## config.mk

```make
export PLATFORM = sky130hd
export DESIGN_NAME = l0_fetch_predictor
export DESIGN_NICKNAME = d
export VERILOG_FILES = /design/src/rtl/l0pred_pkg.sv /design/src/rtl/l0pred_dp.sv /design/src/rtl/l0pred_ctrl.sv /design/src/rtl/l0_fetch_predictor.sv
export SDC_FILE = /design/constraint.sdc
export NUM_CORES = 2
export LEC_CHECK = 0
export BUFFER_PORTS_ARGS = -buffer_cell sky130_fd_sc_hd__buf_2
export CORE_ASPECT_RATIO = 1.75
export CORE_MARGIN = 2
export CORE_UTILIZATION = 45
export DETAILED_ROUTE_END_ITERATION = 12
export SETUP_SLACK_MARGIN = 0.15
export SYNTH_ARGS = -nofsm -noshare
export SYNTH_HDL_FRONTEND = slang
export SYNTH_SLANG_ARGS = --single-unit
```

## constraint.sdc

```tcl
create_clock -name clk -period 8.05 [get_ports clk]
set_input_delay 0.805 -clock clk [delete_from_list [all_inputs] [get_ports clk]]
set_output_delay 0.805 -clock clk [all_outputs]
set_load 0.01 [all_outputs]
```

## src/rtl/l0pred_pkg.sv

```systemverilog
package l0pred_pkg;

  localparam int LINE_BYTES = 16;
  localparam int WORD_W     = 32;
  localparam int LINE_W     = LINE_BYTES * 8;

  typedef enum logic [1:0] {
    ST_IDLE   = 2'd0,
    ST_L0ACC  = 2'd1,
    ST_L1REQ  = 2'd2,
    ST_L1WAIT = 2'd3
  } fetchState_t;

  // control -> datapath strobes
  typedef struct packed {
    logic captureAddr;
    logic fillLine;
    logic deliverL0;
    logic deliverL1;
  } l0Strobes_t;

endpackage

```

## src/rtl/l0pred_dp.sv

```systemverilog
module l0pred_dp
  import l0pred_pkg::*;
#(
  parameter int ADDR_W   = 32,
  parameter int L0_BYTES = 256
) (
  input  logic              clk,
  input  logic              rstN,
  input  l0Strobes_t        strobes,
  input  logic [ADDR_W-1:0] fetchAddr,
  input  logic [LINE_W-1:0] l1RespLine,
  output logic              tagHit,
  output logic [ADDR_W-1:0] l1Addr,
  output logic              rspValid,
  output logic [WORD_W-1:0] rspData
);

  localparam int NUM_LINES = L0_BYTES / LINE_BYTES;
  localparam int IDX_W     = $clog2(NUM_LINES);
  localparam int OFF_W     = $clog2(LINE_BYTES);
  localparam int WSEL_W    = OFF_W - 2;
  localparam int WA_W      = ADDR_W - 2;
  localparam int TAG_W     = ADDR_W - IDX_W - OFF_W;

  logic [WA_W-1:0]   reqWa;
  logic [WSEL_W-1:0] reqWord;
  logic [IDX_W-1:0]  reqIdx;
  logic [TAG_W-1:0]  reqTag;

  logic [TAG_W-1:0]  tagArr  [NUM_LINES];
  logic [LINE_W-1:0] dataArr [NUM_LINES];
  logic [NUM_LINES-1:0] validArr;

  assign reqWord = reqWa[WSEL_W-1:0];
  assign reqIdx  = reqWa[WSEL_W +: IDX_W];
  assign reqTag  = reqWa[WA_W-1 -: TAG_W];

  always_ff @(posedge clk) begin
    if (!rstN) begin
      reqWa <= '0;
    end else if (strobes.captureAddr) begin
      reqWa <= fetchAddr[ADDR_W-1:2];
    end
  end

  // tag array and valid bits, decoupled from line data
  for (genvar i = 0; i < NUM_LINES; i++) begin : g_line
    always_ff @(posedge clk) begin
      if (!rstN) begin
        validArr[i] <= 1'b0;
        tagArr[i]   <= '0;
      end else if (strobes.fillLine && reqIdx == IDX_W'(i)) begin
        validArr[i] <= 1'b1;
        tagArr[i]   <= reqTag;
      end
    end

    always_ff @(posedge clk) begin
      if (strobes.fillLine && reqIdx == IDX_W'(i)) begin
        dataArr[i] <= l1RespLine;
      end
    end
  end

  assign tagHit = validArr[reqIdx] && (tagArr[reqIdx] == reqTag);
  assign l1Addr = {reqWa[WA_W-1:WSEL_W], {OFF_W{1'b0}}};

  logic [LINE_W-1:0] l0Line;
  logic [WORD_W-1:0] l0Word;
  logic [WORD_W-1:0] l1Word;

  assign l0Line = dataArr[reqIdx];
  assign l0Word = l0Line[reqWord*WORD_W +: WORD_W];
  assign l1Word = l1RespLine[reqWord*WORD_W +: WORD_W];

  always_ff @(posedge clk) begin
    if (!rstN) begin
      rspValid <= 1'b0;
      rspData  <= '0;
    end else begin
      rspValid <= strobes.deliverL0 | strobes.deliverL1;
      if (strobes.deliverL0) begin
        rspData <= l0Word;
      end else if (strobes.deliverL1) begin
        rspData <= l1Word;
      end
    end
  end

endmodule

```

## src/rtl/l0pred_ctrl.sv

```systemverilog
module l0pred_ctrl
  import l0pred_pkg::*;
#(
  parameter int CNT_W = 16
) (
  input  logic             clk,
  input  logic             rstN,
  input  logic             fetchValid,
  input  logic             tagHit,
  input  logic             l1RespValid,
  output l0Strobes_t       strobes,
  output logic             fetchReady,
  output logic             l1Req,
  output logic             predL0,
  output logic [CNT_W-1:0] hitCnt,
  output logic [CNT_W-1:0] missCnt,
  output logic [CNT_W-1:0] bypassCnt
);

  fetchState_t state, stateNext;

  always_comb begin
    stateNext = state;
    strobes   = '0;
    unique case (state)
      ST_IDLE: begin
        if (fetchValid) begin
          strobes.captureAddr = 1'b1;
          stateNext = predL0 ? ST_L0ACC : ST_L1REQ;
        end
      end
      ST_L0ACC: begin
        if (tagHit) begin
          strobes.deliverL0 = 1'b1;
          stateNext = ST_IDLE;
        end else begin
          stateNext = ST_L1REQ;
        end
      end
      ST_L1REQ: stateNext = ST_L1WAIT;
      ST_L1WAIT: begin
        if (l1RespValid) begin
          strobes.fillLine  = 1'b1;
          strobes.deliverL1 = 1'b1;
          stateNext = ST_IDLE;
        end
      end
      default: stateNext = ST_IDLE;
    endcase
  end

  assign fetchReady = (state == ST_IDLE);
  assign l1Req      = (state == ST_L1REQ);

  always_ff @(posedge clk) begin
    if (!rstN) begin
      state     <= ST_IDLE;
      predL0    <= 1'b1;
      hitCnt    <= '0;
      missCnt   <= '0;
      bypassCnt <= '0;
    end else begin
      state <= stateNext;
      if (state == ST_IDLE && fetchValid && !predL0) begin
        bypassCnt <= bypassCnt + 1'b1;
      end
      if (state == ST_L0ACC) begin
        if (tagHit) begin
          hitCnt <= hitCnt + 1'b1;
        end else begin
          missCnt <= missCnt + 1'b1;
          predL0  <= 1'b0;
        end
      end
      // tag probe during the L1 request cycle steers the next fetch
      if (state == ST_L1REQ) begin
        predL0 <= tagHit;
      end
    end
  end

endmodule

```

## src/rtl/l0_fetch_predictor.sv

```systemverilog
module l0_fetch_predictor
  import l0pred_pkg::*;
#(
  parameter int ADDR_W   = 32,
  parameter int L0_BYTES = 256,
  parameter int CNT_W    = 16
) (
  input  logic                 clk,
  input  logic                 rstN,
  input  logic                 fetchValid,
  input  logic [ADDR_W-1:0]    fetchAddr,
  output logic                 fetchReady,
  output logic                 rspValid,
  output logic [WORD_W-1:0]    rspData,
  output logic                 l1Req,
  output logic [ADDR_W-1:0]    l1Addr,
  input  logic                 l1RespValid,
  input  logic [LINE_W-1:0]    l1RespLine,
  output logic                 predL0,
  output logic [CNT_W-1:0]     hitCnt,
  output logic [CNT_W-1:0]     missCnt,
  output logic [CNT_W-1:0]     bypassCnt
);

  l0Strobes_t strobes;
  logic       tagHit;

  l0pred_ctrl #(.CNT_W(CNT_W)) u_ctrl (
    .clk        (clk),
    .rstN       (rstN),
    .fetchValid (fetchValid),
    .tagHit     (tagHit),
    .l1RespValid(l1RespValid),
    .strobes    (strobes),
    .fetchReady (fetchReady),
    .l1Req      (l1Req),
    .predL0     (predL0),
    .hitCnt     (hitCnt),
    .missCnt    (missCnt),
    .bypassCnt  (bypassCnt)
  );

  l0pred_dp #(.ADDR_W(ADDR_W), .L0_BYTES(L0_BYTES)) u_dp (
    .clk        (clk),
    .rstN       (rstN),
    .strobes    (strobes),
    .fetchAddr  (fetchAddr),
    .l1RespLine (l1RespLine),
    .tagHit     (tagHit),
    .l1Addr     (l1Addr),
    .rspValid   (rspValid),
    .rspData    (rspData)
  );

endmodule

```

==> flow_summary.yaml <==
clock_network:
  skew_pair_late_insertion_delay_ns: 0.89
  buffer_count_from_post_cts_setup_fixing: 0
  post_cts_resized: 0
  cts_tree: "yes"
  numCtsBuffers: 233
  clk_transition_reported_paths_ns: 0.07
  postCtsHoldBufs: 0
  cts.root.buffer_cell: "clkbuf_16"
  clock-sinks: 2566
  cts-htree-levels: 4
  cts-root-to-sink-buffers: 4
yosys:
  synth_enable_flop_cells: 2432
  sequential_fraction_of_the_synthesis_area: 0.737
  yosys_register_bits: 2566
  synthesis.area_um2: 103000
  syn-mean-instance-area_um2: 20.1
  ys_types: 63
  synth-main-ff-cell: "edfxtp_1"
  synth-warning-count: 0
  postSynthCellCount: 5102
  async_reset_ff_frac: 0
power:
  power.clock.fraction: 0.370
  p_seq_frac: 0.508
  power_frac_comb: 0.122
  worst_ir_drop_vdd_mv: 0.336
  power.share.switching: 0.242
  p_switching_w: 0.00713
  post-layout-total-power_w: 0.0295
  power_density_nw_per_um2: 256
  intPower_w: 0.0224
  static-leakage-power_nw: 37.6
global_route:
  grt_pass1_wl_um: 396000
  grt_usage: 0.240
  groute.layer.met2.usage: 0.410
  antenna_found_initial: 73
  global_route.usage.met1: 0.307
  grt.met3_usage: 0.0489
  pin_count_of_the_biggest_net_entering_global_routing: 177
  most_heavily_used_metal_layer_in_global_routing: "met2"
  globalRoute.totalOverflow: 0
  grt_pass1_vias: 53800
placement:
  detailedPlace.worstSlack_ns: 2.09
  place.detailed.hpwl_um: 146000
  routabilityCongestion: 0.769
  numPortBuffers: 273
  numPlacedInstances: 8142
layout:
  final_layout_size_suffix_gt1_frac: 0.279
  layout-area-overhead-vs-synth_pct: 11.9
  final-seq-area_um2: 75700
  multiInputGateArea_um2: 25300
  layoutNonFillerInstCount: 8590
  fill_cells: 18200
  num-nets-final: 5506
worst_setup_path:
  rr_endpoint: "u_dp.rspData[0]"
  setup.worst_path.end_class: "flip-flop"
  crit_path_start_kind: "flip-flop"
  cp.required_ns: 8.86
  timing.critical_path.mode_cell: "buf_4"
  cp_slowest_cell: "dfxtp_4"
  timing.critical_path.max_delay_family: "simple AND/OR/NAND/NOR gates"
  worst-endpoint-arrival_ns: 6.71
  slowest_delay_ns: 1.00
  criticalPathCategory: "flip-flop to flip-flop"
  reg2reg_depth: 12
  crit_chain: "buf_4 -> mux4_2 -> a22oi_1 -> nand2_1 -> xor2_1 -> or4_1 -> nor4_4 -> buf_4 -> and3_4 -> buf_4 -> mux2i_1 -> o221a_2"
  regToRegSetupSlack_ns: 2.15
  cp.buffers_inverters: 3
  critical_path.max_fanout: 54
drt:
  finalWirelength_um: 279000
  drt_pass1_iterations: 8
  ant_nets: 0
  remaining_drc_errors: 0
  wire_per_inst_um: 32.5
  dr_total_vias: 52300
  vias_per_cell: 6.09
  drtIter0Drc: 5253
timing:
  clock.fmax_ghz: 0.170
  slew-limit-headroom: 0.157
  timing.setup.tns_ns: 0
  tightestPinTransition_ns: 1.26
  rsz0062_at_grt: "false"
  setup_violating_endpoint_count_in_the_final_report: 0
  maxSlewViolCount: 0
  timing.final.crit_period_ns: 5.90
  final_min_period_over_clock_period: 0.733
  timing_hold_violations_final: 0
  clock-skew-final_ns: 0.0740
  worst_slack_ns: 2.15
floorplanning:
  dieArea_um2: 232000
  floorplan.io_pins: 280
  die_x_um: 365
  floorplan.die.height_um: 636
  floorplan.initialDensity: 0.451
  floorplan.rows: 232
  core_region_area_um2: 228000
hold_path:
  hold_path.class: "input port to flip-flop"
  holdCritStartpoint: "fetchAddr[21]"
  hold-path-endpoint: "u_dp.reqWa[19]"
  min_path_cells: 3
status:
  status: "finished clean"
flow_run:
  maxcap_viol_count: 0
-- cells in the mapped netlist, types with 3 or more instances --
master     instances  area [um^2]
nor2_1            24         90.1
a311oi_1           4         35.0
or4_1              4         30.0
nor4b_1            3         26.3
and4_1             5         43.8
dfxtp_1          134         2680
inv_1              9         33.8
a31oi_1           51          319
a2111oi_0          3         26.3
a22oi_1            8         60.1
ha_1               7         87.6
buf_4             50          375
xor2_1            27          236
o21ai_0           41          205
buf_2             93          465
o31a_1             3         26.3
o21a_1            18          135
a211oi_1          48          360
nor3_1             9         45.0
o211a_1           10          100
nand2b_1          15         93.8
a21boi_0          33          248
mux2_2            34          383
mux2i_1          100         1000
nor4_1            15         93.8
nand3_1           48          240
nor2b_1           30          188
nand2_1          209          785
and2_1            69          432
a21oi_1           59          295
o22ai_1            5         31.3
nand4_1           18          113
or3_1              4         25.0
o211ai_1           3         22.5
clkbuf_1         229          860
mux4_2           706        15900
edfxtp_1        2432        73000
xnor2_1           44          385
buf_6              8         90.1
and3_1           398         2490
a22o_1             7         61.3
buf_1             37          139
o221a_2           16          180
o31ai_1            5         37.5
-- cell families after synthesis --
| family | Yosys count | share of synthesized area |
|---|---|---|
| other | 1 | 0.0000365 |
| adder cells (fa/ha/maj) | 7 | 0.000852 |
| flip-flops | 2566 | 0.737 |
| AO/OA/AOI/OAI | 330 | 0.0223 |
| buffers and inverters | 430 | 0.0193 |
| XOR/XNOR | 71 | 0.00605 |
| multiplexers | 840 | 0.168 |
| AND/OR/NAND/NOR | 857 | 0.0464 |
-- how the worst max path moves through the flow --
stage,to,startpoint,cells after the start,slack [ns]
after global placement,u_dp.rspData[23],flip-flop,12,2.12
after floorplan,u_dp.tagArr[12][15],l1RespValid,6,2.08
after CTS,u_dp.rspData[0],flip-flop,12,2.11
after detailed placement,u_dp.rspData[23],flip-flop,12,2.09
final,u_dp.rspData[0],flip-flop,12,2.15
after global routing,u_dp.rspData[0],flip-flop,13,1.90
-- cell usage in the layout, fill, tap and decap left out, drive strengths merged, types with 51 or more instances in the layout --
master  instances
a21oi          59
a31oi          51
and2           69
and3          398
buf           412
clkbuf        291
clkinv         98
dfxtp         134
edfxtp       2432
mux2i         100
mux4          706
nand2         209
-- sequential cells by signal (all words and copies together), names as in the netlist, named ones only --
signal	cells
u_dp.rspValid	1
u_ctrl.missCnt	16
u_ctrl.bypassCnt	16
u_ctrl.state	2
u_dp.reqWa	30
u_ctrl.predL0	1
u_ctrl.hitCnt	16
u_dp.tagArr	384
u_dp.validArr	16
u_dp.rspData	32
u_dp.dataArr	2048
-- worst min-delay path, cell delays in order --
cell and delay (ns):
buf_2 0.09, nand2_1 0.04, a21boi_0 0.06
-- power by group through the flow --
stage          Sequential (W)  Combinational (W)  Clock [W]
2_1_floorplan          0.0151            0.00254          0
3_3_place_gp           0.0153            0.00362          0
3_5_place_dp           0.0153            0.00365          0
4_1_cts                0.0150            0.00366     0.0111
5_1_grt                0.0150            0.00383     0.0116
6_report               0.0150            0.00359     0.0109
-- cell type report --
cell class,count,share of cell area
clock buffers,291,0.0536
clock inverters,136,0.0102
repair buffers,412,0.0236
well taps,3042,0.0331
flip-flops and latches,2566,0.659
diodes,21,0.000457
inverters,13,0.000522
multi-input cells,2109,0.220
-- metrics by stage --
step	utilization	hold WS, ns	area, um^2
2_1_floorplan	-	0.435	103000
3_3_place_gp	0.473	0.441	108000
3_5_place_dp	0.473	0.450	108000
4_1_cts	0.505	0.0857	115000
5_1_grt	0.505	0.143	115000
6_report	0.505	0.161	115000
-- layer usage --
| metal | vias to the layer above | routed length (um) |
|---|---|---|
| met2 | 1976 | 142000 |
| met4 | 66 | 9260 |
| met5 | - | 414 |
| met1 | 28200 | 107000 |
| met3 | 557 | 21000 |
| li1 | 21500 | - |
Power figures use the tool's default switching activity.
